===== config.mk =====
export PLATFORM = sky130hd
export DESIGN_NAME = bit_tas_unit
export DESIGN_NICKNAME = d
export VERILOG_FILES = /design/src/rtl/tas_pkg.sv /design/src/rtl/tas_seq.sv /design/src/rtl/tas_alu.sv /design/src/rtl/tas_dpath.sv /design/src/rtl/bit_tas_unit.sv
export SDC_FILE = /design/constraint.sdc
export NUM_CORES = 1
export LEC_CHECK = 0
export ABC_AREA = 1
export BUFFER_PORTS_ARGS = -buffer_cell sky130_fd_sc_hd__buf_2
export CAP_MARGIN = 25
export CORE_ASPECT_RATIO = 1.75
export CORE_MARGIN = 5
export CORE_UTILIZATION = 49
export DETAILED_ROUTE_END_ITERATION = 8
export PLACE_DENSITY = 0.73
export SLEW_MARGIN = 25
export SYNTH_ARGS = -nofsm -noshare
export SYNTH_HDL_FRONTEND = slang
export SYNTH_SLANG_ARGS = --single-unit

===== constraint.sdc =====
create_clock -name clk -period 1.6 [get_ports clk]
set_input_delay 0.16 -clock clk [delete_from_list [all_inputs] [get_ports clk]]
set_output_delay 0.16 -clock clk [all_outputs]
set_load 0.02 [all_outputs]

===== src/rtl/tas_pkg.sv =====
package tas_pkg;
  typedef enum logic [2:0] {
    ST_IDLE = 3'd0,
    ST_ALO  = 3'd1,
    ST_AHI  = 3'd2,
    ST_RD1  = 3'd3,
    ST_RD2  = 3'd4,
    ST_WR   = 3'd5
  } step_t;
endpackage


===== src/rtl/tas_seq.sv =====
module tas_seq
  import tas_pkg::*;
#(
  parameter int OPC_W = 8,
  parameter logic [OPC_W-1:0] OPC_SET = 8'h0E,
  parameter logic [OPC_W-1:0] OPC_CLR = 8'h4E
) (
  input  logic             clk,
  input  logic             rst_n,
  input  logic             start,
  input  logic [OPC_W-1:0] opcode,
  output step_t            step,
  output logic             accept,
  output logic             is_clr
);
  step_t step_d;

  assign is_clr = (opcode == OPC_CLR);
  assign accept = (step == ST_IDLE) && start && ((opcode == OPC_SET) || is_clr);

  always_comb begin
    step_d = step;
    unique case (step)
      ST_IDLE: if (accept) step_d = ST_ALO;
      ST_ALO:  step_d = ST_AHI;
      ST_AHI:  step_d = ST_RD1;
      ST_RD1:  step_d = ST_RD2;
      ST_RD2:  step_d = ST_WR;
      ST_WR:   step_d = ST_IDLE;
      default: step_d = ST_IDLE;
    endcase
  end

  always_ff @(posedge clk or negedge rst_n) begin
    if (!rst_n) step <= ST_IDLE;
    else        step <= step_d;
  end

  AST_WR_TO_IDLE: assert property (@(posedge clk) disable iff (!rst_n)
    (step == ST_WR) |=> (step == ST_IDLE));
  AST_FIXED_ORDER: assert property (@(posedge clk) disable iff (!rst_n)
    (step == ST_RD1) |=> (step == ST_RD2));
endmodule


===== src/rtl/tas_alu.sv =====
module tas_alu #(
  parameter int DATA_W = 8
) (
  input  logic [DATA_W-1:0] acc_q,
  input  logic [DATA_W-1:0] cmp_byte,
  input  logic [DATA_W-1:0] first_byte,
  input  logic              is_clr_q,
  output logic              n_new,
  output logic              z_new,
  output logic [DATA_W-1:0] wdata
);
  logic [DATA_W-1:0] diff;

  always_comb begin
    diff  = acc_q - cmp_byte;
    n_new = diff[DATA_W-1];
    z_new = (diff == '0);
    wdata = is_clr_q ? (first_byte & ~acc_q) : (first_byte | acc_q);
  end
endmodule


===== src/rtl/tas_dpath.sv =====
module tas_dpath
  import tas_pkg::*;
#(
  parameter int DATA_W = 8,
  localparam int ADDR_W = 2 * DATA_W
) (
  input  logic              clk,
  input  logic              rst_n,
  input  step_t             step,
  input  logic              accept,
  input  logic              is_clr,
  input  logic [DATA_W-1:0] acc,
  input  logic [ADDR_W-1:0] op_ptr,
  input  logic [DATA_W-1:0] mem_rdata,
  input  logic              n_new,
  input  logic              z_new,
  output logic [DATA_W-1:0] acc_q,
  output logic              is_clr_q,
  output logic [ADDR_W-1:0] ptr_q,
  output logic [ADDR_W-1:0] tgt_q,
  output logic [DATA_W-1:0] byte_q,
  output logic              n_q,
  output logic              z_q
);
  logic en_lo, en_hi, en_byte;

  assign en_lo   = (step == ST_ALO);
  assign en_hi   = (step == ST_AHI);
  assign en_byte = (step == ST_RD1);

  always_ff @(posedge clk or negedge rst_n) begin
    if (!rst_n) begin
      acc_q    <= '0;
      is_clr_q <= 1'b0;
      ptr_q    <= '0;
    end else if (accept) begin
      acc_q    <= acc;
      is_clr_q <= is_clr;
      ptr_q    <= op_ptr;
    end
  end

  always_ff @(posedge clk or negedge rst_n) begin
    if (!rst_n) tgt_q[DATA_W-1:0] <= '0;
    else if (en_lo) tgt_q[DATA_W-1:0] <= mem_rdata;
  end

  always_ff @(posedge clk or negedge rst_n) begin
    if (!rst_n) tgt_q[ADDR_W-1:DATA_W] <= '0;
    else if (en_hi) tgt_q[ADDR_W-1:DATA_W] <= mem_rdata;
  end

  always_ff @(posedge clk or negedge rst_n) begin
    if (!rst_n) begin
      byte_q <= '0;
      n_q    <= 1'b0;
      z_q    <= 1'b0;
    end else if (en_byte) begin
      byte_q <= mem_rdata;
      n_q    <= n_new;
      z_q    <= z_new;
    end
  end

  AST_FLAGS_HOLD: assert property (@(posedge clk) disable iff (!rst_n)
    (step != ST_RD1) |=> $stable({n_q, z_q}));
  AST_BYTE_HOLD: assert property (@(posedge clk) disable iff (!rst_n)
    (step == ST_RD2) |=> $stable(byte_q));
endmodule


===== src/rtl/bit_tas_unit.sv =====
module bit_tas_unit
  import tas_pkg::*;
#(
  parameter int DATA_W = 8,
  parameter logic [DATA_W-1:0] OPC_SET = 8'h0E,
  parameter logic [DATA_W-1:0] OPC_CLR = 8'h4E,
  localparam int ADDR_W = 2 * DATA_W
) (
  input  logic              clk,
  input  logic              rst_n,
  input  logic              start,
  input  logic [DATA_W-1:0] opcode,
  input  logic [DATA_W-1:0] acc,
  input  logic [ADDR_W-1:0] op_ptr,
  input  logic [DATA_W-1:0] mem_rdata,
  output logic [ADDR_W-1:0] mem_addr,
  output logic              mem_rd,
  output logic              mem_wr,
  output logic [DATA_W-1:0] mem_wdata,
  output logic              done,
  output logic              flag_n,
  output logic              flag_z
);
  step_t             step;
  logic              accept, is_clr, is_clr_q, n_new, z_new;
  logic [DATA_W-1:0] acc_q, byte_q, wdata;
  logic [ADDR_W-1:0] ptr_q, tgt_q;

  tas_seq #(.OPC_W(DATA_W), .OPC_SET(OPC_SET), .OPC_CLR(OPC_CLR)) seq_i (
    .clk(clk), .rst_n(rst_n), .start(start), .opcode(opcode),
    .step(step), .accept(accept), .is_clr(is_clr)
  );

  tas_dpath #(.DATA_W(DATA_W)) dpath_i (
    .clk(clk), .rst_n(rst_n), .step(step), .accept(accept), .is_clr(is_clr),
    .acc(acc), .op_ptr(op_ptr), .mem_rdata(mem_rdata),
    .n_new(n_new), .z_new(z_new),
    .acc_q(acc_q), .is_clr_q(is_clr_q), .ptr_q(ptr_q), .tgt_q(tgt_q),
    .byte_q(byte_q), .n_q(flag_n), .z_q(flag_z)
  );

  tas_alu #(.DATA_W(DATA_W)) alu_i (
    .acc_q(acc_q), .cmp_byte(mem_rdata), .first_byte(byte_q),
    .is_clr_q(is_clr_q), .n_new(n_new), .z_new(z_new), .wdata(wdata)
  );

  always_comb begin
    mem_addr  = '0;
    mem_rd    = 1'b0;
    mem_wr    = 1'b0;
    mem_wdata = '0;
    done      = 1'b0;
    unique case (step)
      ST_ALO: begin mem_rd = 1'b1; mem_addr = ptr_q; end
      ST_AHI: begin mem_rd = 1'b1; mem_addr = ptr_q + ADDR_W'(1); end
      ST_RD1, ST_RD2: begin mem_rd = 1'b1; mem_addr = tgt_q; end
      ST_WR: begin
        mem_wr    = 1'b1;
        mem_addr  = tgt_q;
        mem_wdata = wdata;
        done      = 1'b1;
      end
      default: ;
    endcase
  end

  AST_ONE_ACCESS: assert property (@(posedge clk) disable iff (!rst_n)
    !(mem_rd && mem_wr));
  AST_DONE_IS_WRITE: assert property (@(posedge clk) disable iff (!rst_n)
    done |-> mem_wr);
  AST_REREAD_SAME: assert property (@(posedge clk) disable iff (!rst_n)
    (mem_rd && $past(mem_rd) && $past(mem_addr) == tgt_q && $past(step) == ST_RD1)
      |-> (mem_addr == $past(mem_addr)));
  AST_WRITE_SAME: assert property (@(posedge clk) disable iff (!rst_n)
    mem_wr |-> (mem_addr == $past(mem_addr) && $past(mem_rd)));
  AST_QUIET_AFTER_WR: assert property (@(posedge clk) disable iff (!rst_n)
    mem_wr |=> !(mem_rd || mem_wr));
endmodule


==> impl_metrics.yaml, run 1 <==
layout:
  diodes: 0
  area_growth_pct: 44.3
  nNetsFinal: 594
  drive_gt1_share_pct: 37.0
  nFillCells: 493
  utilization_pct: 73.3
  ff_latch_area_um2: 1360
  multi_input_area_um2: 1820
  layoutNonFillerInstCount: 623
synthesis:
  synth_area_leader_cell: "dfrtp_1"
  synth_fp_nets: 478
  synthXorXnorAreaFrac_pct: 1.11
  synthMuxAreaShare_pct: 0
  syn_inst: 426
  synth_area_um2: 3170
  synthTopCellsByArea: "dfrtp_1 43%, nand2_1 15%, inv_1 6.9%"
  yosysUniqueCellTypes: 39
  synth_compound_area_share_pct: 15.5
  synth-simple-area-share_pct: 26.3
  yosysSeqAreaShare_pct: 42.7
  synth_top_area_share_pct: 42.7
  avgSynthCellArea_um2: 7.43
  synthAdderAreaFrac_pct: 3.79
  synth_top_family_by_area: "simple AND/OR/NAND/NOR gates"
  ys_ff_latch: 54
  yosys_warnings: 0
placement:
  gp_congestion: 0.936
  dp_hpwl_mm: 6.51
  port_buffers: 71
  pre_cts_slack_ns: -0.0808
  dp.cells: 597
detailed_routing:
  firstDrtPassIters: 6
  route.met2.wl_mm: 5.28
  routed-wl-met3_um: 354
  ant_nets: 0
  drt_iter0_markers: 212
  highest_layer: "met4"
  vias: 3304
  post-route-drc-count: 0
  met1_length_mm: 3.45
  wirelength_mm: 9.50
  viasPerCell: 5.30
  routedWlPerCell_um: 15.2
run_status:
  run_status: "finished with violations"
  violations: "negative setup slack"
timing:
  layout_min_cycle_time_ns: 2.00
  setup_violations: 28
  rsz0062_at_grt: "true"
  fin_skew_ns: 0.00716
  clock.fmax_mhz: 500
  fin_ws_ns: -0.400
  relSlewSlack_pct: 62.4
  worst_pin_slew_ns: 0.565
  whs_ns: 0.0593
  slew_violations: 0
  hold_violations: 0
  period_share_pct: 125
min_path:
  min_path_type: "in2reg"
global_route:
  grt_first_pass_wirelength_mm: 14.7
  first_global_vias: 3186
  antenna_found_initial: 0
  gr-total-overflow: 0
  gr-usage-all-layers_pct: 22.5
  grt_max_degree: 52
critical_path:
  critical_path_required_ns: 1.44
  cp_data_arrival_time_ns: 1.84
  cp_max_fo: 4
  path_class: "reg2out"
  reg2reg_slack_ns: -0.01
  worstSetupStartpointType: "flip-flop"
  end_kind: "output port"
clock_tree:
  cts_buffers: 5
  clock_path_buffers: 2
  clk_latency_ns: 0.32
  cts-root-buf: "clkbuf_8"
  cts.reportedPaths.clkPinSlew_ns: 0.10
  clock-sinks: 54
  cts_tree: "built"
  htreeDepth: 2
flow_run:
  max-cap-violations: 0
die:
  die_area_um2: 8230
  core_area_um2: 6230
  die_x_um: 70.8
  num_rows: 38
  start_util_pct: 50.8
  die_h_um: 116
  pin_count: 72
power_and_ir_drop:
  peakVddDrop_mv: 0.808
  p_leak_nw: 2.34
  pwr_density_cell_nw_per_um2: 1430
state kept, by name, summed over array words and instances, names as in the netlist:
register and cells:
dpath_i.n_q 1, dpath_i.tgt_q 16, dpath_i.ptr_q 16, seq_i.step 3
dpath_i.byte_q 8, dpath_i.acc_q 8, dpath_i.is_clr_q 1, dpath_i.z_q 1
cell type report:
| class | count | share of cell area [%] |
|---|---|---|
| flip-flops and latches | 54 | 29.7 |
| clock buffers | 6 | 1.59 |
| multi-input cells | 292 | 39.9 |
| inverters | 66 | 5.81 |
| repair buffers | 122 | 19.9 |
| repair inverters | 1 | 0.164 |
| clock inverters | 2 | 0.822 |
| well taps | 80 | 2.19 |
what timing repair did:
item                       in CTS  in global routing
resized for setup              86                 36
hold endpoints to repair       42                  0
setup endpoints to repair      27                 35
setup buffers                   8                  7
hold buffers                    1                  0
cloned                          3                  0
pin swaps                       8                  9
worst max-delay path: stages, from the launching register on:
cell	delay, ns
dfrtp_1	0.38
ha_2	0.20
nand2_2	0.07
inv_2	0.09
nand2_4	0.06
nor2_4	0.17
buf_4	0.14
o21ai_0	0.06
o211ai_1	0.18
buf_4	0.17
logic make-up (layout without fill, tap and decap cells):
group / Yosys count / after routing
buffers and inverters: 81 / 197
adders and majority gates: 9 / 9
DFF: 54 / 54
xor gates and xnor gates: 4 / 4
and+or+nand+nor: 192 / 193
AOI/OAI and AO/OA: 86 / 86
layout by cell type, fill, tap and decap left out, types with 3 or more instances in the layout:
cell type / count
nand2_1: 114
buf_4: 55
inv_1: 54
dfrtp_1: 51
buf_2: 44
o21ai_1: 43
nand3_1: 19
nor2_1: 19
buf_6: 19
o21ai_0: 14
nand2_2: 9
inv_2: 7
a211oi_2: 6
nor2_4: 5
o211ai_1: 5
ha_4: 5
clkbuf_8: 5
inv_4: 4
a21oi_1: 4
nand3_2: 4
nor3_4: 3
nand3_4: 3
nand2_4: 3
nand4_1: 3
dfrtp_2: 3
worst paths after layout:
check | start | endpoint | depth (start not counted)
worst max-delay path | dpath_i.ptr_q[1] | mem_addr[8] | 9
worst min-delay path | acc[7] | dpath_i.acc_q[7] | 3
worst max register to register | dpath_i.acc_q[0] | dpath_i.z_q | 11
worst min register to register | dpath_i.byte_q[0] | dpath_i.byte_q[0] | 2
max in group asynchronous | rst_n | seq_i.step[2] | 3
min in group asynchronous | rst_n | dpath_i.ptr_q[8] | 2
metal layers:
| layer | up-vias | global-route usage [%] |
|---|---|---|
| li1 | 1609 | - |
| met4 | 0 | 12.2 |
| met2 | 90 | 42.6 |
| met1 | 1575 | 23.4 |
| met3 | 30 | 3.53 |
| met5 | - | 0 |
per-stage QoR:
step	power [W]	area [µm²]	setup TNS, ns
final	0.00655	4570	-6.80
after global routing	0.00693	4570	-9.36
after CTS	0.00630	4370	-6.07
after detailed placement	0.00456	3840	-0.154
after global placement	0.00450	3840	-0.0607
after floorplan	0.00373	3180	-0.380
synthesized netlist by cell type, drive strengths merged:
cell,instances
nor3,5
nand4,3
nand2,127
nand3b,1
ha,8
o211ai,6
o221ai,1
buf,12
a21boi,1
a21o,1
xnor2,2
inv,66
fa,1
a22oi,3
a21oi,5
nor3b,1
nand3,26
clkbuf,3
o311ai,1
o21ai,60
xor2,2
a211oi,8
or2,2
dfrtp,54
nor2,26
nor4b,1
report_power, final:
| group | internal [W] | leakage [nW] | switching (W) |
|---|---|---|---|
| Clock | 0.000467 | 0.0514 | 0.000461 |
| Combinational | 0.00149 | 1.58 | 0.00199 |
| Sequential | 0.00178 | 0.702 | 0.000359 |
| Total | 0.00373 | 2.34 | 0.00281 |
Note: power is estimated with default switching activity, not from simulation.
==> run 2, diff against run 1 <==
- clock period: 1.6 -> 1.8 ns (I/O delays scaled with it)
==> run 2 against run 1 <==
Against the previous run:
- the run still ends with negative setup slack left
- critical path depth increased by 1
- critical endpoint is now mem_addr[15]
- sequential power decreased by 13%
- combinational power decreased by 21%
- non-clock buffer count decreased by 13
- clock-buffer cell count increased by 1
- register-to-register slack improved by 0.11 ns
==> impl_metrics.yaml, run 2 (synthesis gave the netlist of run 1 again) <==
layout:
  drive_gt1_share_pct: 33.8
  final_common_cell: "nand2_1"
  nNetsFinal: 581
  final_cell_mix: "115 x nand2_1, 56 x inv_1, 52 x dfrtp_1"
  area_growth_pct: 38.0
  diodes: 0
  layoutNonFillerInstCount: 610
  nFillCells: 526
  largestRegisters: "dpath_i.ptr_q (16), dpath_i.tgt_q (16)"
detailed_routing:
  viasPerCell: 5.45
  post-route-drc-count: 0
  firstDrtPassIters: 4
  routedWlPerCell_um: 17.0
  ant_nets: 0
  vias: 3324
  drt_iter0_markers: 307
  wirelength_mm: 10.4
placement:
  dp_hpwl_mm: 6.49
  gp_congestion: 0.868
  dp.cells: 577
  port_buffers: 71
  pre_cts_slack_ns: 0.0656
timing:
  period_share_pct: 116
  hold_violations: 0
  setup_tns_ns: -3.85
  rsz0062_at_grt: "true"
  clock.fmax_mhz: 478
  setup_violations: 25
  worst_pin_slew_ns: 0.511
  fin_ws_ns: -0.290
  fin_skew_ns: 0.0130
  layout_min_cycle_time_ns: 2.09
  relSlewSlack_pct: 65.4
  slew_violations: 0
critical_path:
  cpLargestDelayFamily: "simple AND/OR/NAND/NOR gates"
  crit_buf_inv: 4
  cp_data_arrival_time_ns: 1.91
  slowest_delay_ns: 0.39
  critPathSlowestCell: "dfrtp_1"
  end_kind: "output port"
  cp_max_fo: 5
  path_class: "reg2out"
  crit_chain: "buf_4, buf_6, nand3_4, inv_4, nand3_4, nor2_4, nand3_1, nand3_1, nand3_2, buf_6"
  critical_path_required_ns: 1.62
  worstSetupStartpointType: "flip-flop"
clock_tree:
  clk_latency_ns: 0.32
  clock-sinks: 54
  cts_buffers: 5
  clock_path_buffers: 2
  cts-root-buf: "clkbuf_8"
  cts.reportedPaths.clkPinSlew_ns: 0.10
  htreeDepth: 2
  cts_tree: "built"
power_and_ir_drop:
  p_leak_nw: 2.29
  pwr_density_cell_nw_per_um2: 1240
  peakVddDrop_mv: 0.529
flow_run:
  max-cap-violations: 0
global_route:
  antenna_found_initial: 0
  gr-total-overflow: 0
  grt_max_degree: 52
  gr-usage-all-layers_pct: 22.7
  grt_first_pass_wirelength_mm: 14.8
  first_global_vias: 3165
die:
  die_area_um2: 8230
  start_util_pct: 50.8
  core_area_um2: 6230
  pin_count: 72
  die_x_um: 70.8
  num_rows: 38
  die_h_um: 116
run_status:
  violations: "negative setup slack"
  run_status: "finished with violations"
min_path:
  min_path_type: "in2reg"
==> run 2: cell types whose count changed in the layout (fill, tap and decap cells not counted), sizes merged <==
cell,delta
buf,-15
clkdlybuf4s15,-1
clkbuf,+4
clkinvlp,-1
==> run 2: where the power goes <==
part | internal, W | switching, W | leakage [nW]
Combinational | 0.00106 | 0.00168 | 1.54
Clock | 0.000417 | 0.000410 | 0.0524
Sequential | 0.00158 | 0.000287 | 0.703
Total | 0.00305 | 0.00238 | 2.29
==> run 2: worst paths after layout <==
kind	from	endpoint	slack, ns	depth (start not counted)
min in group asynchronous	rst_n	dpath_i.ptr_q[4]	0.34	2
setup / recovery	dpath_i.ptr_q[0]	mem_addr[15]	-0.29	10
hold reg to reg	dpath_i.byte_q[3]	dpath_i.byte_q[3]	0.50	2
setup reg to reg	dpath_i.acc_q[0]	dpath_i.z_q	0.10	9
max in group asynchronous	rst_n	seq_i.step[2]	0.79	3
hold / removal	op_ptr[2]	dpath_i.ptr_q[2]	0.07	3
==> run 2: stage by stage <==
stage / power (W) / instance area [µm²] / hold WS, ns / utilization (%)
final: 0.00543 / 4370 / 0.0749 / 70.1
after global routing: 0.00576 / 4370 / 0.0779 / 70.1
after CTS: 0.00529 / 4150 / 0.0735 / 66.6
after detailed placement: 0.00394 / 3650 / 0.168 / 58.6
after global placement: 0.00388 / 3650 / 0.153 / 58.6
after floorplan: 0.00329 / 3170 / -0.116 / -
==> run 2: layout make-up <==
| cell class | instances | area [µm²] | share of cell area [%] |
|---|---|---|---|
| flip-flops and latches | 54 | 1350 | 31.0 |
| clock buffers | 7 | 76.3 | 1.75 |
| well taps | 80 | 100 | 2.29 |
| multi-input cells | 292 | 1730 | 39.6 |
| repair buffers | 109 | 816 | 18.7 |
| inverters | 66 | 255 | 5.84 |
| clock inverters | 1 | 30.0 | 0.687 |
| repair inverters | 1 | 7.51 | 0.172 |
==> run 2: worst min-delay path, cell delays in order <==
cell and delay [ns]:
buf_2 0.09, inv_1 0.04, o21ai_1 0.06
==> run 2: repair_timing <==
action,4_1_cts,5_1_grt
hold endpoints to repair,18,0
gates resized for setup,77,24
pin swaps,16,15
setup buffers,12,7
hold buffers,1,0
cloned,2,5
setup endpoints to repair,24,52
==> run 2: per-layer routing <==
| layer | global-route usage [%] | up-vias | wire length (µm) |
|---|---|---|---|
| met5 | 0 | - | 0 |
| met1 | 23.7 | 1580 | 3480 |
| met2 | 42.8 | 132 | 5730 |
| met4 | 11.8 | 0 | 550 |
| met3 | 3.88 | 37 | 619 |
| li1 | - | 1575 | - |
